### config.mk
export PLATFORM = sky130hd
export DESIGN_NAME = dac_byte_front
export DESIGN_NICKNAME = d
export VERILOG_FILES = /design/src/rtl/dbf_pkg.sv /design/src/rtl/dbf_sync_stages.sv /design/src/rtl/dbf_clr_sync.sv /design/src/rtl/dbf_lane_reg.sv /design/src/rtl/dac_byte_front.sv
export SDC_FILE = /design/constraint.sdc
export NUM_CORES = 1
export LEC_CHECK = 0
export BUFFER_PORTS_ARGS = -buffer_cell sky130_fd_sc_hd__buf_2
export CORE_MARGIN = 5
export CORE_UTILIZATION = 35
export DETAILED_ROUTE_END_ITERATION = 10
export PLACE_DENSITY = 0.53
export RECOVER_POWER = 100
export SLEW_MARGIN = 30
export SYNTH_ARGS = -nofsm -noshare
export SYNTH_HDL_FRONTEND = slang
export SYNTH_SLANG_ARGS = --single-unit
### constraint.sdc
create_clock -name clk -period 1.1 [get_ports clk]
set_input_delay 0.055 -clock clk [delete_from_list [all_inputs] [get_ports clk]]
set_output_delay 0.055 -clock clk [all_outputs]
set_load 0.02 [all_outputs]
### src/rtl/dbf_pkg.sv
// Package: shared sizes and types for the byte-lane converter front end.
// Assumes two byte lanes form one output word.
package dbf_pkg;
    parameter int unsigned LANE_W  = 8;
    parameter int unsigned LANES   = 2;
    parameter int unsigned WORD_W  = LANE_W * LANES;
    parameter int unsigned SYNC_N  = 2;

    typedef logic [LANE_W-1:0] lane_t;
    typedef logic [WORD_W-1:0] word_t;
endpackage

### src/rtl/dbf_sync_stages.sv
// Module: multi-bit shift pipeline of DEPTH flops, used to synchronize the
// host strobes and to delay the data bus by the same amount.
// Assumes DEPTH >= 1 and that each bit is sampled independently.
module dbf_sync_stages #(
    parameter int unsigned W       = 4,
    parameter int unsigned DEPTH   = 2,
    parameter logic [W-1:0] RST_VAL = '0
) (
    input  logic         clk,
    input  logic         rst_n,
    input  logic [W-1:0] din,
    output logic [W-1:0] dout
);
    logic [W-1:0] stage [DEPTH];

    for (genvar i = 0; i < DEPTH; i++) begin : g_stage
        if (i == 0) begin : g_first
            // First stage samples the raw input.
            always_ff @(posedge clk) begin
                if (!rst_n) stage[0] <= RST_VAL;
                else        stage[0] <= din;
            end
        end else begin : g_next
            // Later stages shift the previous stage forward.
            always_ff @(posedge clk) begin
                if (!rst_n) stage[i] <= RST_VAL;
                else        stage[i] <= stage[i-1];
            end
        end
    end

    assign dout = stage[DEPTH-1];
endmodule

### src/rtl/dbf_clr_sync.sv
// Module: clear conditioner. It asserts hold_n low as soon as clr_n falls
// and releases it after DEPTH rising edges with clr_n high.
// Assumes DEPTH >= 2. Reset also holds the clear asserted.
module dbf_clr_sync #(
    parameter int unsigned DEPTH = 2
) (
    input  logic clk,
    input  logic rst_n,
    input  logic clr_n,
    output logic hold_n
);
    logic [DEPTH-1:0] sh;

    // Shift ones in after release; empty at once on clear.
    always_ff @(posedge clk or negedge clr_n) begin
        if (!clr_n)      sh <= '0;
        else if (!rst_n) sh <= '0;
        else             sh <= {sh[DEPTH-2:0], 1'b1};
    end

    assign hold_n = sh[DEPTH-1];
endmodule

### src/rtl/dbf_lane_reg.sv
// Module: one byte-lane input register. It captures d on every cycle that
// we is high and is emptied without waiting for a clock while hold_n is low.
// Assumes we and d are already in the clk domain.
module dbf_lane_reg #(
    parameter int unsigned W = 8
) (
    input  logic         clk,
    input  logic         rst_n,
    input  logic         hold_n,
    input  logic         we,
    input  logic [W-1:0] d,
    output logic [W-1:0] q
);
    // Capture the lane data; clear has priority over everything else.
    always_ff @(posedge clk or negedge hold_n) begin
        if (!hold_n)     q <= '0;
        else if (!rst_n) q <= '0;
        else if (we)     q <= d;
    end
endmodule

### src/rtl/dac_byte_front.sv
// Module: double-buffered byte-lane front end for a 16-bit converter.
// Host strobes and data pass through SYNC_N stages. Byte lanes load while
// write and their select are low. The output register follows the lanes
// while load is low. Clear empties everything without waiting for a clock.
// Assumes the host holds each strobe low for at least SYNC_N+1 clocks.
module dac_byte_front #(
    parameter int unsigned LANE_W = dbf_pkg::LANE_W,
    parameter int unsigned SYNC_N = dbf_pkg::SYNC_N,
    localparam int unsigned LANES  = dbf_pkg::LANES,
    localparam int unsigned WORD_W = LANE_W * LANES
) (
    input  logic              clk,
    input  logic              rst_n,
    input  logic              wr_n,
    input  logic              sel_lo_n,
    input  logic              sel_hi_n,
    input  logic              load_n,
    input  logic              clr_n,
    input  logic [WORD_W-1:0] din,
    output logic [WORD_W-1:0] code,
    output logic              code_upd
);
    localparam int unsigned STB_W = 2 + LANES;

    logic [STB_W-1:0]  stb_s;
    logic              wr_s, ld_s, sel_lo_s, sel_hi_s;
    logic [LANES-1:0]  sel_s;
    logic [WORD_W-1:0] d_s;
    logic              clr_hold_n;
    logic [LANE_W-1:0] lane_q [LANES];
    logic [LANE_W-1:0] lo_q, hi_q;
    logic [WORD_W-1:0] code_q, last_q;

    dbf_sync_stages #(.W(STB_W), .DEPTH(SYNC_N), .RST_VAL({STB_W{1'b1}})) u_stb_sync (
        .clk(clk), .rst_n(rst_n),
        .din({load_n, sel_hi_n, sel_lo_n, wr_n}),
        .dout(stb_s)
    );

    dbf_sync_stages #(.W(WORD_W), .DEPTH(SYNC_N), .RST_VAL('0)) u_dat_sync (
        .clk(clk), .rst_n(rst_n), .din(din), .dout(d_s)
    );

    dbf_clr_sync #(.DEPTH(SYNC_N)) u_clr (
        .clk(clk), .rst_n(rst_n), .clr_n(clr_n), .hold_n(clr_hold_n)
    );

    assign wr_s     = stb_s[0];
    assign sel_lo_s = stb_s[1];
    assign sel_hi_s = stb_s[2];
    assign ld_s     = stb_s[STB_W-1];
    assign sel_s    = {sel_hi_s, sel_lo_s};

    for (genvar l = 0; l < LANES; l++) begin : g_lane
        dbf_lane_reg #(.W(LANE_W)) u_lane (
            .clk(clk), .rst_n(rst_n), .hold_n(clr_hold_n),
            .we(!wr_s && !sel_s[l]),
            .d(d_s[l*LANE_W +: LANE_W]),
            .q(lane_q[l])
        );
    end

    assign lo_q = lane_q[0];
    assign hi_q = lane_q[LANES-1];

    // Output register: transparent to the lanes while load is low.
    always_ff @(posedge clk or negedge clr_hold_n) begin
        if (!clr_hold_n) code_q <= '0;
        else if (!rst_n) code_q <= '0;
        else if (!ld_s)  code_q <= {hi_q, lo_q};
    end

    // Remember the previous code to mark changes.
    always_ff @(posedge clk) begin
        if (!rst_n) last_q <= '0;
        else        last_q <= code_q;
    end

    assign code     = code_q;
    assign code_upd = (code_q != last_q);
endmodule

# == Word level (Yosys, flattened, before mapping) ==
# Memories as Yosys holds them, arrays and structs flattened.
# Index checks and enable logic that the tools add are counted.
# word_totals
register_bits,50
ramBits,40
inputBits,23
output_inout_bits,17
wordCells,33
mem_count,2
# memory_table
memory,depth,word_bits,rd,rd_clocked_by_memory_dff,wr,line,rtl
u_dat_sync.stage,2,16,2,0,2,dbf_sync_stages.sv:14,logic [W-1:0] stage [DEPTH];
u_stb_sync.stage,2,4,2,0,2,dbf_sync_stages.sv:14,
# op_classes
n_eq_ne,4
muxes,13
n_bitwise,4
n_reduce_logical,5
# ops
operator,n
two-way mux 16 bit,4
two-way mux 8 bit,4
!= test 16 bit,1
two-way mux 4 bit,2
"!= test 2 x 1 -> 1 bit, second input constant",2
bitwise OR 1 bit,4
logical NOT 1 bit,3
logical AND 1 bit,2
two-way mux 1 bit,2
two-way mux 2 bit,1
"!= test 2 bit, second input constant",1

# == Logic depth before layout (Yosys ltp) ==
# Gate-level depths: netlist of run 1.
# depth
depth_word,4
mapped_depth,4
depth_no_buf,3

# == Hierarchy ==
# From an unflattened synthesis of run 1, not the netlist that was laid out.
# unflattened
cells_unflattened,244
hier_area_um2,3144.3
# modules_own_cells
module,instances,cells_per_inst,area_per_inst_um2,seq_area_each_um2
dac_byte_front,1,108,1298.7,720.7
dbf_sync_stages at u_dat_sync,1,67,895.9,640.6
dbf_lane_reg,2,25,341.6,200.2
dbf_sync_stages at u_stb_sync,1,16,210.2,160.2
dbf_clr_sync,1,3,56.3,50.0

# == Worst setup path after synthesis of run 1 ==
# OpenSTA, ideal clock, no wires.
# synth_path
kind,register to output
start,"register code_q[2], in the netlist code[2]"
end,output code_upd
arrival_time_ps,1152
required_ps,1045
slack_ps,-107
stages_incl_launch_ff,4
path_buffers,0
path_cell_list,dfrtp_1 -> xor2_1 -> nor4_1 -> nand4_1
# synth_between
elab_chain_cells,1
# synth_lines
element,line,rtl
from (decl),dac_byte_front.sv:32,"logic [WORD_W-1:0] code_q, last_q;"
from (signal assigned),dac_byte_front.sv:70,"else if (!ld_s) code_q <= {hi_q, lo_q};"
!= test 16 bit,dac_byte_front.sv:80,assign code_upd = (code_q != last_q);
to (decl),dac_byte_front.sv:21,output logic code_upd
# No other way between the ends.

# == Worst setup path in the final report of run 1 ==
# layout_path
start,"register code_q[9], in the netlist code[9]"
end,output code_upd
# Same word-level chain as after synthesis.

==> results of run 1 <==
## where the power goes
group          leakage [nW]  internal, mW  switching [mW]
Clock                0.0986          1.17            1.09
Sequential            0.914          3.35          0.0212
Combinational         0.904         0.151           0.115
Total                  1.92          4.67            1.23
## cell families after synthesis
kind of cell,count (synthesis)
xor+xnor,16
flops,90
compound gates,32
simple gates,96
mux,16
buf+inv,12
## repair_timing
action                                  in CTS  in global routing
gates resized for setup                     37                 13
cloned                                       0                  0
buffers inserted                             1                  4
pin swaps                                    1                  0
hold endpoints to repair                    22                  0
hold buffers                                22                  0
endpoints found under the setup margin      17                 17
## per-layer routing
metal  track usage, %  part of all wire [%]
met1            14.24                    50
met2            15.97                    45
met3            2.048                   3.4
met4            6.105                   1.9
met5                0                     0
## layout make-up
cell class,count,area [sq um]
Sequential cell,90,1982
Tap cell,108,135.1
Timing Repair Buffer,90,703.2
Multi-Input combinational cell,160,1071
Fill cell,849,4582
Clock buffer,12,155.1
Clock inverter,4,50.05
## registers in the layout (all words and copies together), names as in the netlist
signal and count:
g_lane.u_lane.q 16, last_q 16, u_dat_sync.stage 32, u_clr.sh 2
code 16, u_stb_sync.stage 8
## cells in the final DEF, fill, tap and decap left out, drive strengths merged
| cell type | Yosys | routed |
|---|---|---|
| nand4 | 1 | 1 |
| nor2b | 16 | 16 |
| bufinv | 0 | 1 |
| clkbuf | 6 | 26 |
| dlygate4sd3 | 0 | 22 |
| mux2i | 16 | 16 |
| dfxtp | 56 | 56 |
| clkinvlp | 0 | 2 |
| nor2 | 2 | 2 |
| o21ai | 16 | 16 |
| dfrtp | 34 | 34 |
| buf | 6 | 54 |
| and2 | 49 | 49 |
| nand2 | 16 | 16 |
| nor4 | 4 | 4 |
| xor2 | 16 | 16 |
| clkinv | 0 | 1 |
| a21boi | 16 | 16 |
| nand2b | 8 | 8 |
## critical path, delay by kind of cell (launching register included)
kind	cells	cell delay (ns)
AND/OR/NAND/NOR	2	0.35
buffers and inverters	2	0.33
flip-flops	1	0.39
XOR/XNOR	1	0.16
## worst min-delay path by stage
stage / startpoint / to / cells after the start
global route: rst_n / g_lane[1].u_lane.q[1]$_DFFE_PN0P_ / 3
global placement: clr_n / u_clr.sh[0]$_DFF_PN0_ / 1
detailed placement: clr_n / u_clr.sh[1]$_DFF_PN0_ / 1
floorplan: clr_n / u_clr.sh[0]$_DFF_PN0_ / 0
finish: rst_n / g_lane[0].u_lane.q[0]$_DFFE_PN0P_ / 3
CTS: rst_n / u_clr.sh[0]$_DFF_PN0_ / 2
==> results.md, run 1 <==
- Placer's final routability congestion estimate: approximately 0.66
- Commonest cells in the netlist: dfxtp_1, and2_1, dfrtp_1
- GRT Util Overall: a little over a tenth
- Fin. max-slew vios: 0
- Row count: 34
- Post-synth EDFFs: 0
- Min-delay worst type: in -> reg
- Core area: a little under 9000 sq um
- Vias/cell: roughly 4.2
- Netlist cell types: 19
- Tcrit/Tclk final: 147.4%
- HPWL Detailed: ~3700 um
- Synth Area in XOR/XNOR: approximately 4.5%
- Clk_lat worst skew: approximately 0.34 ns
- Min Tclk post-route: between 1.5 and 2 ns
- Pre-antenna DRT Iters: 4
- Number of top-level pins: 40
- Mux cell area share after synthesis: 5.145%
- Number of buffers created by CTS: 9
- Final Net Count: 374
- Critical path's largest stage delay: between 0.3 and 0.4 ns
- Largest family of logic cells by synthesized area: simple AND/OR/NAND/NOR gates
- Mapped Area: 3113 sq um
- Clock-pin slew on the worst setup and hold paths: about 0.090 ns
- Post-Route WL: between 5000 and 6000 um
- Total gr overflow: 0
- Dpl ws: -0.2092 ns
- Pwr Total: just under 6 mW
- Outcome: finished, violations left
- Crit path DAT: around 1.6 ns
- Slowest cell on crit path: dfrtp_1
- Async set-reset flop share out of synthesis: a little under two fifths
- First DRT Iteration DRCs: 50
- Flop-to-flop setup slack: approximately 0.050 ns
- Global-route wire length before repair: approximately 9500 um
- Placed inst area: around 3600 sq um
- Synth Area in Compound Gates: around 6.6%
- Main area contributors after synthesis: dfxtp_1, dfrtp_1, and2_1, mux2i_1, xor2_1
- Yosys top cell by area: dfxtp_1
- Yosys top cell area share: 36.01%
- PnR worst setup slack: -0.5213 ns
- Routed WL per cell: 11.60 um
- Post-synthesis sequential area ratio: 63.34%
- Finish-stage setup viols: 1
- Final ANT Viol Nets: 0
- Pwr dens: between 1000 and 1500 nW/um^2
- Final Skew: around 0.012 ns
- Pleak: approximately 1.9 nW
- RSZ-0062 raised after global routing: yes
- Most common cell in the netlist: dfxtp_1
- Vias in the first global route: just over 2k
- Die footprint: around 11000 sq um
- Via count: between 1.5k and 2k
- Endpoints failing hold: 0
- Htree depth: 3
- Crit path launch type: register
- # diodes: 0
- CTS root buf: clkbuf_8
- Avg Synthesized Cell Area: about 12 sq um
- CP startpoint: code[9]$_DFFE_PN0P_
- DRC viols: 0
- Hold slack: ~0.18 ns
- CP endpoint: code_upd
- Worst reg2reg path endpoint: code[14]$_DFFE_PN0P_
- IO Port Bufs: 39
- Critical path endpoint category: output pin
- Fin area: ~4000 sq um
- Clock buffer depth: 2
- Ys Warns: 0
- Seq cells post-synth: 90
- Worst VDD drop: about 0.00050 V
- Share of cells above drive strength 1: between 20% and 30%
- Worst slew margin: a little over half
- Clk sink count: 90
- Post-layout util: ~47%
- Starting density of the core: 35.87%
- Adder-cell share of the synthesized area: 0%
- CTS tree: done
- CP Cell Sequence: xor2_1, nor4_2, buf_4, nand4_1, buf_4
- Worst EP required: 1.04 ns
- Worst r2r src: u_stb_sync.stage[1][3]$_SDFF_PN1_
- Crit Path Class: reg -> out
- Max cap viols: 0
- Worst Path Max Fanout: 2
- Layout area overhead: 31.59%
- Total negative slack: -0.5213 ns
- Post-placement cell count: roughly 420
- Die Wd: ~100 um
- Initial antenna violation count: 0
- Worst-margin pin slew: a little over 0.7 ns
- Fin cells: ~460
- Failing checks: setup timing
- Syn nets: approximately 290
- Largest net degree at the start of global routing: 35
- Share of synthesized cell area in and, or, nand and nor gates: between 10% and 20%
- Cell repeated most along the worst path: buf_4
- Reg2Reg Depth: 3
- Top FF cell, synth: dfxtp_1
- Syn Inst Count: 262
- Die Ht: around 100 um
- Peak Freq: ~620 MHz
Note: power is estimated with default switching activity, not from simulation.
==> inputs of run 2 (changes only) <==
--- a/config.mk
+++ b/config.mk
@@ -9,7 +9,7 @@
 export CORE_MARGIN = 5
 export CORE_UTILIZATION = 35
 export DETAILED_ROUTE_END_ITERATION = 10
-export PLACE_DENSITY = 0.53
+export PLACE_DENSITY = 0.51
 export RECOVER_POWER = 100
 export SLEW_MARGIN = 30
 export SYNTH_ARGS = -nofsm -noshare
==> constraint.sdc (replaced) <==
create_clock -name clk -period 1.75 [get_ports clk]
set_input_delay 0.0875 -clock clk [delete_from_list [all_inputs] [get_ports clk]]
set_output_delay 0.0875 -clock clk [all_outputs]
set_load 0.02 [all_outputs]
==> run 2 against run 1 <==
Net effect:
- largest cell class unchanged
- first-iteration DRC count rose by 66%
- worst setup slack improved by 0.64 ns
- clock skew fell by 0.0011 ns
- sequential power fell by 37%
- non-clock buffer count fell by 26
- wire length fell by 1.4%
- critical path depth fell by 1
- critical path type unchanged
- flip-flop and latch count did not move
- sequential share of layout area rose by 3.3 points
- hold slack got worse by 0.14 ns
- cell count fell by 5.6%
- largest power group unchanged
- highest routed layer unchanged
- via count fell by 5.0%
- the run now ends clean
==> results.md, run 2 (same netlist as run 1, synthesis figures left out) <==
- Outcome: completed
- Share of cells above drive strength 1: 16.97%
- Combinational share of power: between 4 and 5%
- Crit path buf inv count: 1
- Number of buffers created by CTS: 9
- Worst-margin pin slew: 1.344 ns
- DRC viols: 0
- Crit path DAT: 1.55 ns
- Initial antenna violation count: 0
- Total gr overflow: 0
- Pwr dens: roughly 980 nW/um^2
- Worst reg2reg path endpoint: g_lane[1].u_lane.q[3]$_DFFE_PN0P_
- Die footprint: 10880 sq um
- Vias/cell: 4.219
- Fin. max-slew vios: 0
- Pleak: 1.805 nW
- Clk sink count: 90
- Endpoints failing hold: 0
- Flop-to-flop setup slack: 0.66 ns
- Most common cell after layout, fill and taps aside: dfxtp_1
- Starting density of the core: a little over a third
- Sequential Power Share: between 50% and 60%
- Sw frac: a little over a fifth
- Worst Path Max Fanout: 4
- Max cap viols: 0
- Clock-pin slew on the worst setup and hold paths: ~0.090 ns
- Placed inst area: around 3400 sq um
- Via count: about 1.8k
- Layout area overhead: 22.67%
- Post-layout util: roughly 44%
- Final Net Count: ~350
- Die Ht: between 100 and 150 um
- Min-delay worst type: in -> async
- Dpl ws: roughly 0.32 ns
- Global-route wire length before repair: 9190 um
- Largest Register: u_dat_sync.stage
- Int Power: 2.935 mW
- Critical path's largest stage delay: 0.42 ns
- Post-placement cell count: approximately 400
- Vias in the first global route: approximately 1.9k
- Worst r2r src: u_stb_sync.stage[1][0]$_SDFF_PN1_
- Worst EP required: between 1.5 and 2 ns
- Top delay family on crit path: simple AND/OR/NAND/NOR gates
- Crit Path Class: reg -> out
- Number of top-level pins: 40
- Fin cells: 438
- CTS root buf: clkbuf_8
- Routed WL per cell: approximately 12 um
- Pre-antenna DRT Iters: 5
- Fin area: between 3000 and 4000 sq um
- CP Cell Sequence: xor2_1, nor4_2, nand4_1, buf_2
- Largest register FFs: 32
- Slowest cell on crit path: dfrtp_1
- Filler instances: between 800 and 900
- GRT Util Overall: between 10 and 15%
- Final ANT Viol Nets: 0
- Placer's final routability congestion estimate: roughly 0.66
- IO Port Bufs: 39
- # diodes: 0
- Finish-stage setup viols: 0
- RSZ-0062 raised after global routing: yes
- Crit path launch type: register
- Final Skew: around 0.011 ns
- Peak Freq: ~610 MHz
- Clk_lat worst skew: 0.35 ns
- Min Tclk post-route: 1.636 ns
- Row count: 34
- Core area: 8678 sq um
- HPWL Detailed: about 3400 um
- Tcrit/Tclk final: 93.49%
- Reg2Reg Depth: 4
- Clock power frac: 39.0%
- Htree depth: 3
- Switching pwr: around 800 uW
- Clock buffer depth: 2
- Pwr Total: between 3 and 4 mW
- PnR worst setup slack: 0.1140 ns
- Worst slew margin: 10.37%
- Die Wd: 104.3 um
- Worst VDD drop: between 0.0003 and 0.0004 V
- Highest-count cells in the layout ignoring fill and taps: dfxtp_1, and2_1, dfrtp_1
- CTS tree: done
- Post-Route WL: roughly 5300 um
- Critical path endpoint category: output pin
- First DRT Iteration DRCs: slightly above 80
- Largest net degree at the start of global routing: 91
run 2: cell types whose count changed in the layout (fill, tap and decap cells not counted), sizes merged:
cell and change:
buf -21, dlygate4sd3 -1, clkinv +1, clkbuf -5
run 2: area by class of cell:
class / instances / area [sq um] / area share (%)
clock buffers: 11 / 151.4 / 3.965
clock inverters: 5 / 62.56 / 1.638
multi-input cells: 160 / 1077 / 28.21
flip-flops and latches: 90 / 1972 / 51.64
well taps: 108 / 135.1 / 3.539
repair buffers: 64 / 420.4 / 11.01
run 2: timing repair:
| action | 4_1_cts | 5_1_grt |
|---|---|---|
| hold buffers | 21 | 0 |
| resized for setup | 1 | 1 |
| pin swaps | 0 | 0 |
| endpoints found under the setup margin | 1 | 1 |
| hold endpoints to repair | 22 | 0 |
| setup buffers | 0 | 0 |
run 2: layer usage:
| metal | share of wire [%] | routed length [um] | track usage (%) |
|---|---|---|---|
| met5 | 0 | 0 | 0 |
| met1 | 51 | 2685 | 13.99 |
| met3 | 4.1 | 218 | 2.297 |
| met2 | 43 | 2281 | 15.20 |
| met4 | 2.2 | 119 | 5.828 |
run 2: how the worst max path moves through the flow:
| stage | startpoint | endpoint | slack [ns] | depth (start not counted) |
|---|---|---|---|---|
| 2_1_floorplan | code[2]$_DFFE_PN0P_ | code_upd | 0.51 | 3 |
| 4_1_cts | code[14]$_DFFE_PN0P_ | code_upd | 0.03 | 4 |
| 3_5_place_dp | code[14]$_DFFE_PN0P_ | code_upd | 0.32 | 4 |
| 6_report | code[14]$_DFFE_PN0P_ | code_upd | 0.11 | 4 |
| 5_1_grt | code[14]$_DFFE_PN0P_ | code_upd | -0.009 | 4 |
| 3_3_place_gp | code[14]$_DFFE_PN0P_ | code_upd | 0.31 | 4 |
run 2: through the flow:
step	hold WS [ns]	TNS [ns]
2_1_floorplan	-0.2081	0
3_3_place_gp	-0.1257	0
3_5_place_dp	-0.1220	0
4_1_cts	0.02382	0
5_1_grt	0.03907	-0.008600
6_report	0.04469	0
run 2: power by group through the flow:
stage,sequential (mW),combinational [mW],clock (mW)
floorplan,2.17,0.0769,0
global placement,2.16,0.133,0
detailed placement,2.16,0.134,0
CTS,2.12,0.169,1.50
global route,2.12,0.181,1.58
finish,2.12,0.160,1.46
